## config.mk

```make
export PLATFORM = sky130hd
export DESIGN_NAME = rstseq_top
export DESIGN_NICKNAME = d
export VERILOG_FILES = /design/src/rtl/rstseq_pkg.sv /design/src/rtl/rstseq_dp.sv /design/src/rtl/rstseq_ctrl.sv /design/src/rtl/rstseq_top.sv
export SDC_FILE = /design/constraint.sdc
export NUM_CORES = 1
export LEC_CHECK = 0
export BUFFER_PORTS_ARGS = -buffer_cell sky130_fd_sc_hd__buf_2
export CORE_MARGIN = 8
export CORE_UTILIZATION = 59
export DETAILED_ROUTE_END_ITERATION = 10
export PLACE_DENSITY = 0.83
export SLEW_MARGIN = 25
export SYNTH_ARGS = -nofsm -noshare
export SYNTH_HDL_FRONTEND = slang
export SYNTH_SLANG_ARGS = --single-unit
```

## constraint.sdc

```tcl
create_clock -name clk -period 3.88 [get_ports clk]
set_input_delay 0.194 -clock clk [delete_from_list [all_inputs] [get_ports clk]]
set_output_delay 0.194 -clock clk [all_outputs]
set_load 0.02 [all_outputs]
```

## src/rtl/rstseq_pkg.sv

```systemverilog
package rstseq_pkg;
  typedef enum logic [2:0] {
    ST_RUN, ST_SYS_SLOW, ST_SYS_FAST, ST_PIN_WAIT, ST_STP_SLOW, ST_STP_FAST
  } seqState_t;

  typedef struct packed {
    logic restart;
    logic slowEn;
    logic fastEn;
    logic selStop;
    logic setExt;
    logic setPor;
    logic setStop;
    logic armIrq;
    logic fireIrq;
    logic clrDbgReq;
  } seqCmd_t;
endpackage

```

## src/rtl/rstseq_dp.sv

```systemverilog
module rstseq_dp
  import rstseq_pkg::*;
#(
  parameter int GPIO_W      = 8,
  parameter int SYS_TICKS   = 66,
  parameter int STOP_TICKS  = 66,
  parameter int TAIL_CLKS   = 16,
  parameter int SYNC_STAGES = 2
) (
  input  logic              clk,
  input  logic              porIn,
  input  logic              extRstN,
  input  logic              wdtTick,
  input  logic              stopMode,
  input  logic              dbgRstSet,
  input  logic [GPIO_W-1:0] gpioIn,
  input  logic [GPIO_W-1:0] gpioWakeEn,
  input  seqCmd_t           cmd,
  output logic              extSyncN,
  output logic              extFall,
  output logic              gpioEdge,
  output logic              slowDone,
  output logic              fastDone,
  output logic              dbgReqBit,
  output logic              flagPor,
  output logic              flagExt,
  output logic              flagStop,
  output logic              wakeIrq
);
  localparam int SLOW_MAX = (SYS_TICKS > STOP_TICKS) ? SYS_TICKS : STOP_TICKS;
  localparam int SLOW_W   = $clog2(SLOW_MAX + 1);
  localparam int FAST_W   = $clog2(TAIL_CLKS + 1);
  localparam logic [SLOW_W-1:0] SYS_LAST  = SLOW_W'(SYS_TICKS - 1);
  localparam logic [SLOW_W-1:0] STOP_LAST = SLOW_W'(STOP_TICKS - 1);
  localparam logic [FAST_W-1:0] FAST_LAST = FAST_W'(TAIL_CLKS - 1);

  // pin synchronizer: asynchronous assertion, synchronous release
  logic pinClr;
  logic [SYNC_STAGES-1:0] extSh;
  logic extPrev;
  assign pinClr = porIn | ~extRstN;

  always_ff @(posedge clk or posedge pinClr) begin
    if (pinClr) extSh <= '0;
    else        extSh <= {extSh[SYNC_STAGES-2:0], 1'b1};
  end
  assign extSyncN = extSh[SYNC_STAGES-1];

  always_ff @(posedge clk or posedge porIn) begin
    if (porIn) extPrev <= 1'b0;
    else       extPrev <= extSyncN;
  end
  assign extFall = extPrev & ~extSyncN;

  // GPIO synchronizer chain and change detector
  logic [GPIO_W-1:0] gpioSh [SYNC_STAGES];
  logic [GPIO_W-1:0] gpioPrev;

  for (genvar g = 0; g < SYNC_STAGES; g++) begin : gSync
    always_ff @(posedge clk or posedge porIn) begin
      if (porIn)       gpioSh[g] <= '0;
      else if (g == 0) gpioSh[g] <= gpioIn;
      else             gpioSh[g] <= gpioSh[(g == 0) ? 0 : g-1];
    end
  end

  always_ff @(posedge clk or posedge porIn) begin
    if (porIn) gpioPrev <= '0;
    else       gpioPrev <= gpioSh[SYNC_STAGES-1];
  end
  assign gpioEdge = stopMode & (|((gpioSh[SYNC_STAGES-1] ^ gpioPrev) & gpioWakeEn));

  // slow (tick) and fast (clock) hold counters
  logic [SLOW_W-1:0] slowCnt;
  logic [FAST_W-1:0] fastCnt;
  logic [SLOW_W-1:0] slowLast;

  always_ff @(posedge clk or posedge porIn) begin
    if (porIn)                          slowCnt <= '0;
    else if (cmd.restart || !cmd.slowEn) slowCnt <= '0;
    else if (wdtTick)                   slowCnt <= slowCnt + 1'b1;
  end

  always_ff @(posedge clk or posedge porIn) begin
    if (porIn)                          fastCnt <= '0;
    else if (cmd.restart || !cmd.fastEn) fastCnt <= '0;
    else                                fastCnt <= fastCnt + 1'b1;
  end

  assign slowLast = cmd.selStop ? STOP_LAST : SYS_LAST;
  assign slowDone = cmd.slowEn & wdtTick & (slowCnt == slowLast);
  assign fastDone = cmd.fastEn & (fastCnt == FAST_LAST);

  // cause flags, debug request bit, wake interrupt
  logic irqArm;
  always_ff @(posedge clk or posedge porIn) begin
    if (porIn) begin
      flagPor   <= 1'b1;
      flagExt   <= 1'b0;
      flagStop  <= 1'b0;
      dbgReqBit <= 1'b0;
      irqArm    <= 1'b0;
      wakeIrq   <= 1'b0;
    end else begin
      if (cmd.setExt || cmd.setPor || cmd.setStop) begin
        flagPor  <= cmd.setPor;
        flagExt  <= cmd.setExt;
        flagStop <= cmd.setStop;
      end
      if (cmd.clrDbgReq)  dbgReqBit <= 1'b0;
      else if (dbgRstSet) dbgReqBit <= 1'b1;
      if (cmd.restart)    irqArm <= cmd.armIrq;
      wakeIrq <= cmd.fireIrq & irqArm;
    end
  end

  assert_one_cause_R9: assert property (@(posedge clk) disable iff (porIn)
    $countones({flagPor, flagExt, flagStop}) == 1);

  assert_req_clears_R5: assert property (@(posedge clk) disable iff (porIn)
    cmd.clrDbgReq |=> !dbgReqBit);
endmodule

```

## src/rtl/rstseq_ctrl.sv

```systemverilog
module rstseq_ctrl
  import rstseq_pkg::*;
(
  input  logic    clk,
  input  logic    porIn,
  input  logic    extSyncN,
  input  logic    extFall,
  input  logic    dbgReqBit,
  input  logic    stopMode,
  input  logic    wdtTimeout,
  input  logic    wdtIntMode,
  input  logic    intEnable,
  input  logic    gpioEdge,
  input  logic    slowDone,
  input  logic    fastDone,
  output seqCmd_t cmd,
  output logic    coreRst,
  output logic    regfileRst,
  output logic    dbgRst
);
  seqState_t st, stNext;
  logic dbgHold, dbgHoldNext;

  always_ff @(posedge clk or posedge porIn) begin
    if (porIn) begin
      st      <= ST_SYS_SLOW;
      dbgHold <= 1'b1;
    end else begin
      st      <= stNext;
      dbgHold <= dbgHoldNext;
    end
  end

  always_comb begin
    cmd         = '0;
    stNext      = st;
    dbgHoldNext = dbgHold;
    cmd.slowEn  = (st == ST_SYS_SLOW) || (st == ST_STP_SLOW);
    cmd.fastEn  = (st == ST_SYS_FAST) || (st == ST_STP_FAST);
    cmd.selStop = (st == ST_STP_SLOW);
    if (extFall) begin
      stNext        = ST_SYS_SLOW;
      cmd.restart   = 1'b1;
      cmd.setExt    = 1'b1;
      cmd.clrDbgReq = 1'b1;
      dbgHoldNext   = 1'b1;
    end else begin
      case (st)
        ST_RUN: begin
          if (dbgReqBit) begin
            stNext        = ST_SYS_SLOW;
            cmd.restart   = 1'b1;
            cmd.setPor    = 1'b1;
            cmd.clrDbgReq = 1'b1;
          end else if (stopMode && (wdtTimeout || gpioEdge)) begin
            stNext      = ST_STP_SLOW;
            cmd.restart = 1'b1;
            cmd.setStop = 1'b1;
            cmd.armIrq  = wdtTimeout & wdtIntMode & intEnable;
          end
        end
        ST_SYS_SLOW: if (slowDone) stNext = ST_SYS_FAST;
        ST_SYS_FAST: begin
          if (fastDone) begin
            if (extSyncN) begin
              stNext      = ST_RUN;
              dbgHoldNext = 1'b0;
            end else begin
              stNext = ST_PIN_WAIT;
            end
          end
        end
        ST_PIN_WAIT: begin
          if (extSyncN) begin
            stNext      = ST_RUN;
            dbgHoldNext = 1'b0;
          end
        end
        ST_STP_SLOW: if (slowDone) stNext = ST_STP_FAST;
        ST_STP_FAST: begin
          if (fastDone) begin
            stNext      = ST_RUN;
            cmd.fireIrq = 1'b1;
          end
        end
        default: stNext = ST_SYS_SLOW;
      endcase
    end
  end

  assign coreRst    = (st != ST_RUN) | ~extSyncN;
  assign regfileRst = (st == ST_SYS_SLOW) | (st == ST_SYS_FAST) | (st == ST_PIN_WAIT) | ~extSyncN;
  assign dbgRst     = dbgHold | ~extSyncN;

  assert_release_needs_pin_R2: assert property (@(posedge clk) disable iff (porIn)
    (st == ST_RUN && $past(st) != ST_RUN) |-> $past(extSyncN));

  assert_dbg_domain_kept_R5: assert property (@(posedge clk) disable iff (porIn)
    (st == ST_RUN && dbgReqBit && !extFall && extSyncN) |=> (coreRst && (!dbgRst || !extSyncN)));

  assert_stop_keeps_regs_R6: assert property (@(posedge clk) disable iff (porIn)
    (st == ST_RUN && !dbgReqBit && !extFall && stopMode && wdtTimeout)
      |=> (coreRst && (!regfileRst || !extSyncN)));
endmodule

```

## src/rtl/rstseq_top.sv

```systemverilog
module rstseq_top
  import rstseq_pkg::*;
#(
  parameter int GPIO_W      = 8,
  parameter int SYS_TICKS   = 66,
  parameter int STOP_TICKS  = 66,
  parameter int TAIL_CLKS   = 16,
  parameter int SYNC_STAGES = 2
) (
  input  logic              clk,
  input  logic              porIn,
  input  logic              extRstN,
  input  logic              dbgRstSet,
  input  logic              wdtTick,
  input  logic              wdtTimeout,
  input  logic              wdtIntMode,
  input  logic              intEnable,
  input  logic              stopMode,
  input  logic [GPIO_W-1:0] gpioIn,
  input  logic [GPIO_W-1:0] gpioWakeEn,
  output logic              coreRst,
  output logic              regfileRst,
  output logic              dbgRst,
  output logic              dbgReqBit,
  output logic              flagPor,
  output logic              flagExt,
  output logic              flagStop,
  output logic              wakeIrq
);
  seqCmd_t cmd;
  logic extSyncN, extFall, gpioEdge, slowDone, fastDone;

  rstseq_dp #(
    .GPIO_W(GPIO_W), .SYS_TICKS(SYS_TICKS), .STOP_TICKS(STOP_TICKS),
    .TAIL_CLKS(TAIL_CLKS), .SYNC_STAGES(SYNC_STAGES)
  ) uDp (
    .clk(clk), .porIn(porIn), .extRstN(extRstN), .wdtTick(wdtTick),
    .stopMode(stopMode), .dbgRstSet(dbgRstSet), .gpioIn(gpioIn),
    .gpioWakeEn(gpioWakeEn), .cmd(cmd), .extSyncN(extSyncN), .extFall(extFall),
    .gpioEdge(gpioEdge), .slowDone(slowDone), .fastDone(fastDone),
    .dbgReqBit(dbgReqBit), .flagPor(flagPor), .flagExt(flagExt),
    .flagStop(flagStop), .wakeIrq(wakeIrq)
  );

  rstseq_ctrl uCtrl (
    .clk(clk), .porIn(porIn), .extSyncN(extSyncN), .extFall(extFall),
    .dbgReqBit(dbgReqBit), .stopMode(stopMode), .wdtTimeout(wdtTimeout),
    .wdtIntMode(wdtIntMode), .intEnable(intEnable), .gpioEdge(gpioEdge),
    .slowDone(slowDone), .fastDone(fastDone), .cmd(cmd), .coreRst(coreRst),
    .regfileRst(regfileRst), .dbgRst(dbgRst)
  );

  assert_wake_on_release_R7: assert property (@(posedge clk) disable iff (porIn)
    wakeIrq |-> (!coreRst && $past(coreRst)));
endmodule

```

==> key figures, run 1 <==
Global routing
  • Global route overflow: 0
  • Number of global-route vias before repair: 1430
  • Pin count of the biggest net entering global routing: 48
  • Number of antenna violations at the first check in global routing: 0
  • First-pass GRT wire length: 6620 um
  • Global router's overall resource usage: 0.161

Yosys
  • Post-Syn Nets: 196
  • Average cell area after synthesis: 12.0 um2
  • Share of synthesized registers carrying an async set or reset: 1.00
  • Post-synthesis share of cell area spent on xor and xnor gates: 0.0656
  • Post-Syn Instances: 167
  • Multiplexer share of the synthesized area: 0.00750
  • Area share of the largest cell type after synthesis: 0.575
  • Dominant combinational cell family by area after synthesis: simple AND/OR/NAND/NOR gates
  • Largest cells by area after synthesis: sky130_fd_sc_hd__dfrtp_1 57%, sky130_fd_sc_hd__xor2_1 5.7%, sky130_fd_sc_hd__dfstp_2 3.9%
  • Compound-cell area share of the yosys netlist: 0.124
  • Number of distinct library cells after synthesis: 46
  • Share of synthesized cell area in full adder, half adder and majority cells: 0.0250
  • Sequential fraction of the synthesis area: 0.614
  • Number of warnings issued by yosys: 0
  • Cell area after synthesis: 2000 um2
  • Post-synthesis share of cell area spent on and, or, nand and nor gates: 0.134
  • Number of synthesized flops with an enable pin: 0
  • Number of register bits inferred by synthesis: 49
  • Post-synthesis cell type with the largest combined area: sky130_fd_sc_hd__dfrtp_1
  • Prevailing post-synth register cell: sky130_fd_sc_hd__dfrtp_1

Clock tree
  • Clock Root Buffer: sky130_fd_sc_hd__clkbuf_4
  • Clock tree from TritonCTS: yes
  • Skew-Pair Late Insertion Delay: 0.38 ns
  • Number of buffers inserted during clock tree synthesis: 5
  • Max clock buf depth: 2
  • Number of clock sinks: 49
  • H-tree Lvls: 2
  • Number of buffers inserted by post-CTS setup repair: 0
  • Clock transition at the registers of the reported paths: 0.14 ns

Cells and area
  • Highest-count cells in the layout ignoring fill and taps: 46 x sky130_fd_sc_hd__dfrtp_1, 32 x sky130_fd_sc_hd__buf_2, 18 x sky130_fd_sc_hd__nor2_1
  • Fraction of layout instances using a drive strength above 1: 0.248
  • Final net count: 242
  • Area added between synthesis and finish: 19.5%
  • Fin area: 2390 um2
  • Final core utilization: 0.723
  • Diodes inserted: 0
  • Number of standard cells in the final layout excluding fillers: 260
  • Most frequent standard cell in the layout excluding fill and tap cells: sky130_fd_sc_hd__dfrtp_1

Pwr
  • Worst vdd rail ir drop: 0.484 mV
  • Net Switching: 0.487 mW
  • Cell internal pwr: 0.900 mW
  • Sw Share: 0.351
  • Register share of total power: 0.488
  • Power density relative to cell area: 580 nW/um2
  • Combinational share of power: 0.288
  • Power after layout: 1.39 mW
  • Clock power share: 0.224
  • Reported leakage power: 1.10 nW

Worst setup path
  • Flop2flop setup slack: 1.99 ns
  • Required time of the critical path: 4.19 ns
  • Startpoint type of the worst setup path: flop
  • Worst Setup Path Type: reg2reg
  • Crit-path max FO: 9
  • Worst endpoint data arrival time: 2.21 ns
  • Worst Setup End Kind: flop

STA
  • Fmax achieved: 0.528 GHz
  • Post-layout min period: 1.89 ns
  • Worst hold slack after final layout: 0.0338 ns
  • Setup TNS Final: 0 ns
  • Setup repair after global routing missed its margin: no
  • Share of the clock period used by the worst path after layout: 0.488
  • Pin slew with the least headroom to its limit: 0.556 ns
  • Final setup violation count: 0
  • Setup slack after layout: 1.99 ns
  • Number of hold violations in the final report: 0
  • Worst rel slew slack: 0.630
  • Final max-slew violation count: 0
  • Clk_skew: 0.0136 ns

Outcome
  • Run status: finished clean

Routing
  • Drt total wl: 3910 um
  • DRT met1 WL: 1550 um
  • Residual DRC count: 0
  • Met3 wire len: 269 um
  • Detail Route Antenna Nets: 0
  • Routed wire length per instance: 15.1 um
  • Total number of vias: 1384
  • Detailed route wirelength on metal2: 2000 um
  • Count of routing violations after the opening detailed-route iteration: 154
  • Top layer used by detailed routing: met4
  • Post-detailed-route via-to-cell ratio: 5.32
  • First-pass detailed-route iteration total: 4

Placement
  • Count of input and output buffers: 32
  • Placer Congestion: 0.958
  • Pre-CTS setup slack: 2.03 ns
  • Total placed cells including tap cells: 241
  • HPWL reported at the end of detailed placement: 2800 um
  • Instance area after placement: 2200 um2

Die
  • Width of the die: 74.3 um
  • Count of boundary I/O pins: 33
  • Initial Util: 0.605
  • Placement Rows: 21
  • Core area: 3310 um2
  • Chip height: 74.3 um
  • Floorplan die area: 5510 um2

Worst hold path
  • Path type of the worst min-delay path: in2reg

Job
  • Reported max-cap violation count: 0
==> cell usage after synthesis, types with 2 or more instances <==
| cell type | count |
|---|---|
| sky130_fd_sc_hd__a31o_1 | 2 |
| sky130_fd_sc_hd__inv_1 | 6 |
| sky130_fd_sc_hd__a21oi_1 | 4 |
| sky130_fd_sc_hd__nand4_1 | 3 |
| sky130_fd_sc_hd__xor2_1 | 13 |
| sky130_fd_sc_hd__nor2_1 | 18 |
| sky130_fd_sc_hd__o211a_1 | 2 |
| sky130_fd_sc_hd__o21ai_0 | 6 |
| sky130_fd_sc_hd__or3_1 | 2 |
| sky130_fd_sc_hd__o211ai_1 | 2 |
| sky130_fd_sc_hd__nand3_1 | 2 |
| sky130_fd_sc_hd__dfrtp_1 | 46 |
| sky130_fd_sc_hd__ha_1 | 4 |
| sky130_fd_sc_hd__nor4_1 | 2 |
| sky130_fd_sc_hd__nand2_1 | 13 |
| sky130_fd_sc_hd__buf_2 | 3 |
| sky130_fd_sc_hd__nand2b_1 | 2 |
| sky130_fd_sc_hd__xnor2_1 | 2 |
| sky130_fd_sc_hd__a22oi_1 | 3 |
| sky130_fd_sc_hd__nor3_1 | 4 |
| sky130_fd_sc_hd__dfstp_2 | 3 |
==> cells by family (layout without fill, tap and decap cells) <==
logic type | Yosys count | count (layout)
AO/OA/AOI/OAI | 31 | 31
other | 1 | 1
XOR/XNOR | 15 | 15
AND/OR/NAND/NOR | 54 | 54
multiplexers | 1 | 1
buffers and inverters | 12 | 59
adder cells (fa/ha/maj) | 4 | 4
flip-flops | 49 | 49
==> sequential cells by signal (all words and copies together), names as in the netlist, 2 cells and up <==
name          flops
uDp.gpioSh       16
uDp.extSh         2
uDp.fastCnt       5
uCtrl.st          3
uDp.slowCnt       7
uDp.gpioPrev      8
==> critical path: stages (launching register included) <==
cell,delay (ns)
sky130_fd_sc_hd__dfrtp_1,0.48
sky130_fd_sc_hd__nand2b_1,0.32
sky130_fd_sc_hd__nand3_2,0.24
sky130_fd_sc_hd__a31o_1,0.14
sky130_fd_sc_hd__o211ai_2,0.12
sky130_fd_sc_hd__a31oi_4,0.21
sky130_fd_sc_hd__mux2_4,0.32
==> timing repair <==
action / CTS / global route
hold endpoints to repair: 54 / 0
hold buffers: 11 / 0
gates resized for setup: 0 / 0
==> cell type report <==
type,instances,area (um2)
fill,232,918
clock buffer,5,37.5
sequential,49,1230
tap,46,57.6
clock inverter,3,47.5
timing repair buffer,44,278
inverter,7,26.3
multi-input combinational,106,716
==> routing by layer <==
layer | GRT usage | up-vias
li1 | - | 672
met1 | 0.176 | 661
met2 | 0.271 | 42
met3 | 0.0620 | 9
met4 | 0.0696 | 0
met5 | 0 | -
==> power groups by stage <==
stage	Sequential (mW)	Combinational, mW	Clock [mW]
detailed placement	0.685	0.388	0
global route	0.688	0.436	0.339
floorplan	0.662	0.306	0
CTS	0.675	0.401	0.319
finish	0.677	0.399	0.311
global placement	0.674	0.368	0
==> worst paths after layout <==
| path | start | endpoint | cells after the start |
|---|---|---|---|
| hold / removal | dbgRstSet | uDp.dbgReqBit$_DFFE_PP0P_ | 2 |
| min in group asynchronous | porIn | uDp.gpioSh[10]$_DFF_PP0_ | 4 |
| setup / recovery | uDp.extSh[1]$_DFF_PP0_ | uCtrl.st[0]$_DFFE_PP1P_ | 6 |
| hold reg to reg | uDp.gpioSh[9]$_DFF_PP0_ | uDp.gpioSh[1]$_DFF_PP0_ | 0 |
| max in group asynchronous | porIn | uDp.extSh[1]$_DFF_PP0_ | 4 |
| setup reg to reg | uDp.extSh[1]$_DFF_PP0_ | uCtrl.st[0]$_DFFE_PP1P_ | 6 |
No activity file was read; power rests on OpenSTA's default activity.
==> inputs of run 2 (changes only) <==
Settings changed: CORE_UTILIZATION 59 to 55, PLACE_DENSITY 0.83 to 0.78.
Clock period 3.88 ns to 1.79 ns, I/O delays scaled along.
==> run 2 against run 1 <==
Effect of this change:
- flip-flop and latch count did not move
- critical path depth rose by 2
- combinational power rose to 2.6 times the previous value
- sequential power rose by 110%
- critical endpoint unchanged
- highest routed layer unchanged
==> key figures, run 2 (synthesized netlist as in run 1, its figures left out) <==
Job
  • Reported max-cap violation count: 0 (unchanged)

Worst setup path
  • Crit path from: uDp.slowCnt[1]$_DFFE_PP0P_
  • Worst endpoint data arrival time: 2.07 ns (-0.14 ns)
  • Crit-path max FO: 4 (-5)
  • Cell at the slowest stage of the critical path: sky130_fd_sc_hd__dfrtp_1
  • Cell breakdown of the critical path: inv_1, ha_1, nand2_1, nor3_2, a31o_1, o211ai_2, a31oi_4, mux2_4
  • Worst Setup Path Type: reg2reg
  • Peak per-stage delay on the critical path: 0.44 ns (-0.04 ns)
  • Worst Setup End Kind: flop
  • Startpoint type of the worst setup path: flop
  • Required time of the critical path: 2.09 ns (-2.10 ns)
  • Critical register-to-register path startpoint: uDp.slowCnt[1]$_DFFE_PP0P_

Pwr
  • Reported leakage power: 1.15 nW (+3.9%)
  • Power density relative to cell area: 1200 nW/um2 (+110%)
  • Worst vdd rail ir drop: 0.767 mV (+58%)

Global routing
  • Number of global-route vias before repair: 1553 (+8.6%)
  • Global route overflow: 0 (unchanged)
  • Global router's overall resource usage: 0.149 (-0.0124)
  • Pin count of the biggest net entering global routing: 26 (-46%)
  • Number of antenna violations at the first check in global routing: 0 (unchanged)
  • First-pass GRT wire length: 7020 um (+6.0%)

Cells and area
  • Fraction of layout instances using a drive strength above 1: 0.292 (+0.0444)
  • Number of standard cells in the final layout excluding fillers: 274 (+5.4%)
  • Largest registers ranked by flip-flop count: uDp.gpioSh x16, uDp.gpioPrev x8, uDp.slowCnt x7
  • Area added between synthesis and finish: 23.9%
  • Largest register FFs: 16 (unchanged)
  • Highest-count cells in the layout ignoring fill and taps: 46 x sky130_fd_sc_hd__dfrtp_1, 32 x sky130_fd_sc_hd__buf_2, 18 x sky130_fd_sc_hd__nor2_1
  • Most frequent standard cell in the layout excluding fill and tap cells: sky130_fd_sc_hd__dfrtp_1
  • Biggest register: uDp.gpioSh
  • Number of filler instances in the final layout: 267 (+15%)
  • Diodes inserted: 0 (unchanged)
  • Final net count: 254 (+5.0%)
  • Fin area: 2480 um2 (+3.7%)

STA
  • Setup repair after global routing missed its margin: yes
  • Worst rel slew slack: 0.453 (-0.177)
  • Pin slew with the least headroom to its limit: 0.816 ns (+0.260 ns)
  • Final setup violation count: 0 (unchanged)
  • Share of the clock period used by the worst path after layout: 0.988 (+0.500)
  • Number of hold violations in the final report: 0 (unchanged)
  • Final max-slew violation count: 0 (unchanged)
  • Fmax achieved: 0.565 GHz (+7.1%)
  • Post-layout min period: 1.77 ns (-0.126 ns)
  • Worst hold slack after final layout: 0.117 ns (+0.0834 ns)
  • Clk_skew: 0.0100 ns (-0.00360 ns)
  • Setup TNS Final: 0 ns (unchanged)

Placement
  • Placer Congestion: 0.809 (-16%)
  • Count of input and output buffers: 32 (unchanged)
  • Total placed cells including tap cells: 250 (+3.7%)
  • Instance area after placement: 2250 um2 (+2.5%)
  • HPWL reported at the end of detailed placement: 2950 um (+5.4%)

Routing
  • Post-detailed-route via-to-cell ratio: 5.35 (+0.51%)
  • Detail Route Antenna Nets: 0 (unchanged)
  • Residual DRC count: 0 (unchanged)
  • First-pass detailed-route iteration total: 4 (unchanged)
  • Total number of vias: 1466 (+5.9%)
  • Routed wire length per instance: 14.9 um (-0.89%)
  • Count of routing violations after the opening detailed-route iteration: 84 (-45%)
  • Drt total wl: 4090 um (+4.4%)

Clock tree
  • Number of clock sinks: 49 (unchanged)
  • Max clock buf depth: 2 (unchanged)
  • Number of buffers inserted during clock tree synthesis: 5 (unchanged)
  • Clock Root Buffer: sky130_fd_sc_hd__clkbuf_4
  • Clock tree from TritonCTS: yes
  • Clock transition at the registers of the reported paths: 0.14 ns (about the same)
  • H-tree Lvls: 2 (unchanged)
  • Skew-Pair Late Insertion Delay: 0.36 ns (-0.02 ns)

Die
  • Count of boundary I/O pins: 33 (unchanged)
  • Initial Util: 0.559 (-0.0452)
  • Chip height: 76.3 um (+2.8%)
  • Core area: 3580 um2 (+8.1%)
  • Placement Rows: 22 (+4.8%)
  • Floorplan die area: 5830 um2 (+5.7%)
  • Width of the die: 76.3 um (+2.8%)

Worst hold path
  • Path type of the worst min-delay path: in2reg
  • Worst hold start: stopMode

Outcome
  • Run status: finished clean
==> run 2: cell count changes in the layout (fill, tap and decap cells not counted), moves of 2 or more <==
cell / delta
sky130_fd_sc_hd__buf_4: +9
sky130_fd_sc_hd__nor3_2: +2
sky130_fd_sc_hd__nor3_1: -2
sky130_fd_sc_hd__dlygate4sd3_1: +2
sky130_fd_sc_hd__inv_6: -2
==> run 2: worst paths after layout <==
path	slack (ns)	cells past startpoint	endpoint
worst min-delay path	0.12	4	uDp.flagPor$_DFFE_PP1P_
worst min register to register	0.36	0	uDp.gpioSh[0]$_DFF_PP0_
worst max-delay path	0.02	8	uCtrl.st[0]$_DFFE_PP1P_
max in group asynchronous	0.84	4	uDp.fastCnt[4]$_DFF_PP0_
min in group asynchronous	0.34	3	uDp.irqArm$_DFFE_PP0P_
worst max register to register	0.02	8	uCtrl.st[0]$_DFFE_PP1P_
==> run 2: per-stage QoR <==
step | total power, mW | utilization | setup WS (ns)
floorplan | 2.10 | - | 0.157
CTS | 2.92 | 0.683 | 0.0294
detailed placement | 2.41 | 0.629 | 0.0221
finish | 2.98 | 0.693 | 0.0214
global placement | 2.34 | 0.629 | 0.116
global route | 3.17 | 0.693 | -0.0486
==> run 2: where the power goes <==
group          internal (mW)  switching [mW]  total [mW]
registers               1.27           0.162        1.43
logic                  0.479           0.570        1.05
clock network          0.157           0.340       0.497
==> run 2: repair_timing <==
| item | in CTS | in global routing |
|---|---|---|
| endpoints found under the setup margin | 1 | 6 |
| setup buffers | 0 | 3 |
| gates cloned | 0 | 0 |
| endpoints found under the hold margin | 32 | 0 |
| hold buffers | 13 | 0 |
| gates resized for setup | 1 | 3 |
| pin swaps | 0 | 2 |
==> run 2: critical path: cells and delay by family (launching register included) <==
kind | cells | cell delay [ns]
compound gates | 3 | 0.53
flops | 1 | 0.44
simple gates | 2 | 0.22
mux | 1 | 0.31
fa+ha+maj | 1 | 0.13
buf+inv | 1 | 0.07
==> run 2: layout make-up <==
class / count / area, um2 / area share
clock buffer: 6 / 41.3 / 0.0166
clock inverter: 2 / 16.3 / 0.00656
inverter: 7 / 26.3 / 0.0106
multi-input combinational: 106 / 736 / 0.297
sequential: 49 / 1230 / 0.496
tap: 48 / 60.1 / 0.0242
timing repair buffer: 56 / 370 / 0.149
==> run 2: layer usage <==
layer / up-vias / track usage / wire length, um
met5: - / 0 / 0
met2: 42 / 0.250 / 2120
met4: 0 / 0.0673 / 78
met1: 727 / 0.170 / 1660
met3: 8 / 0.0436 / 235
li1: 689 / - / -
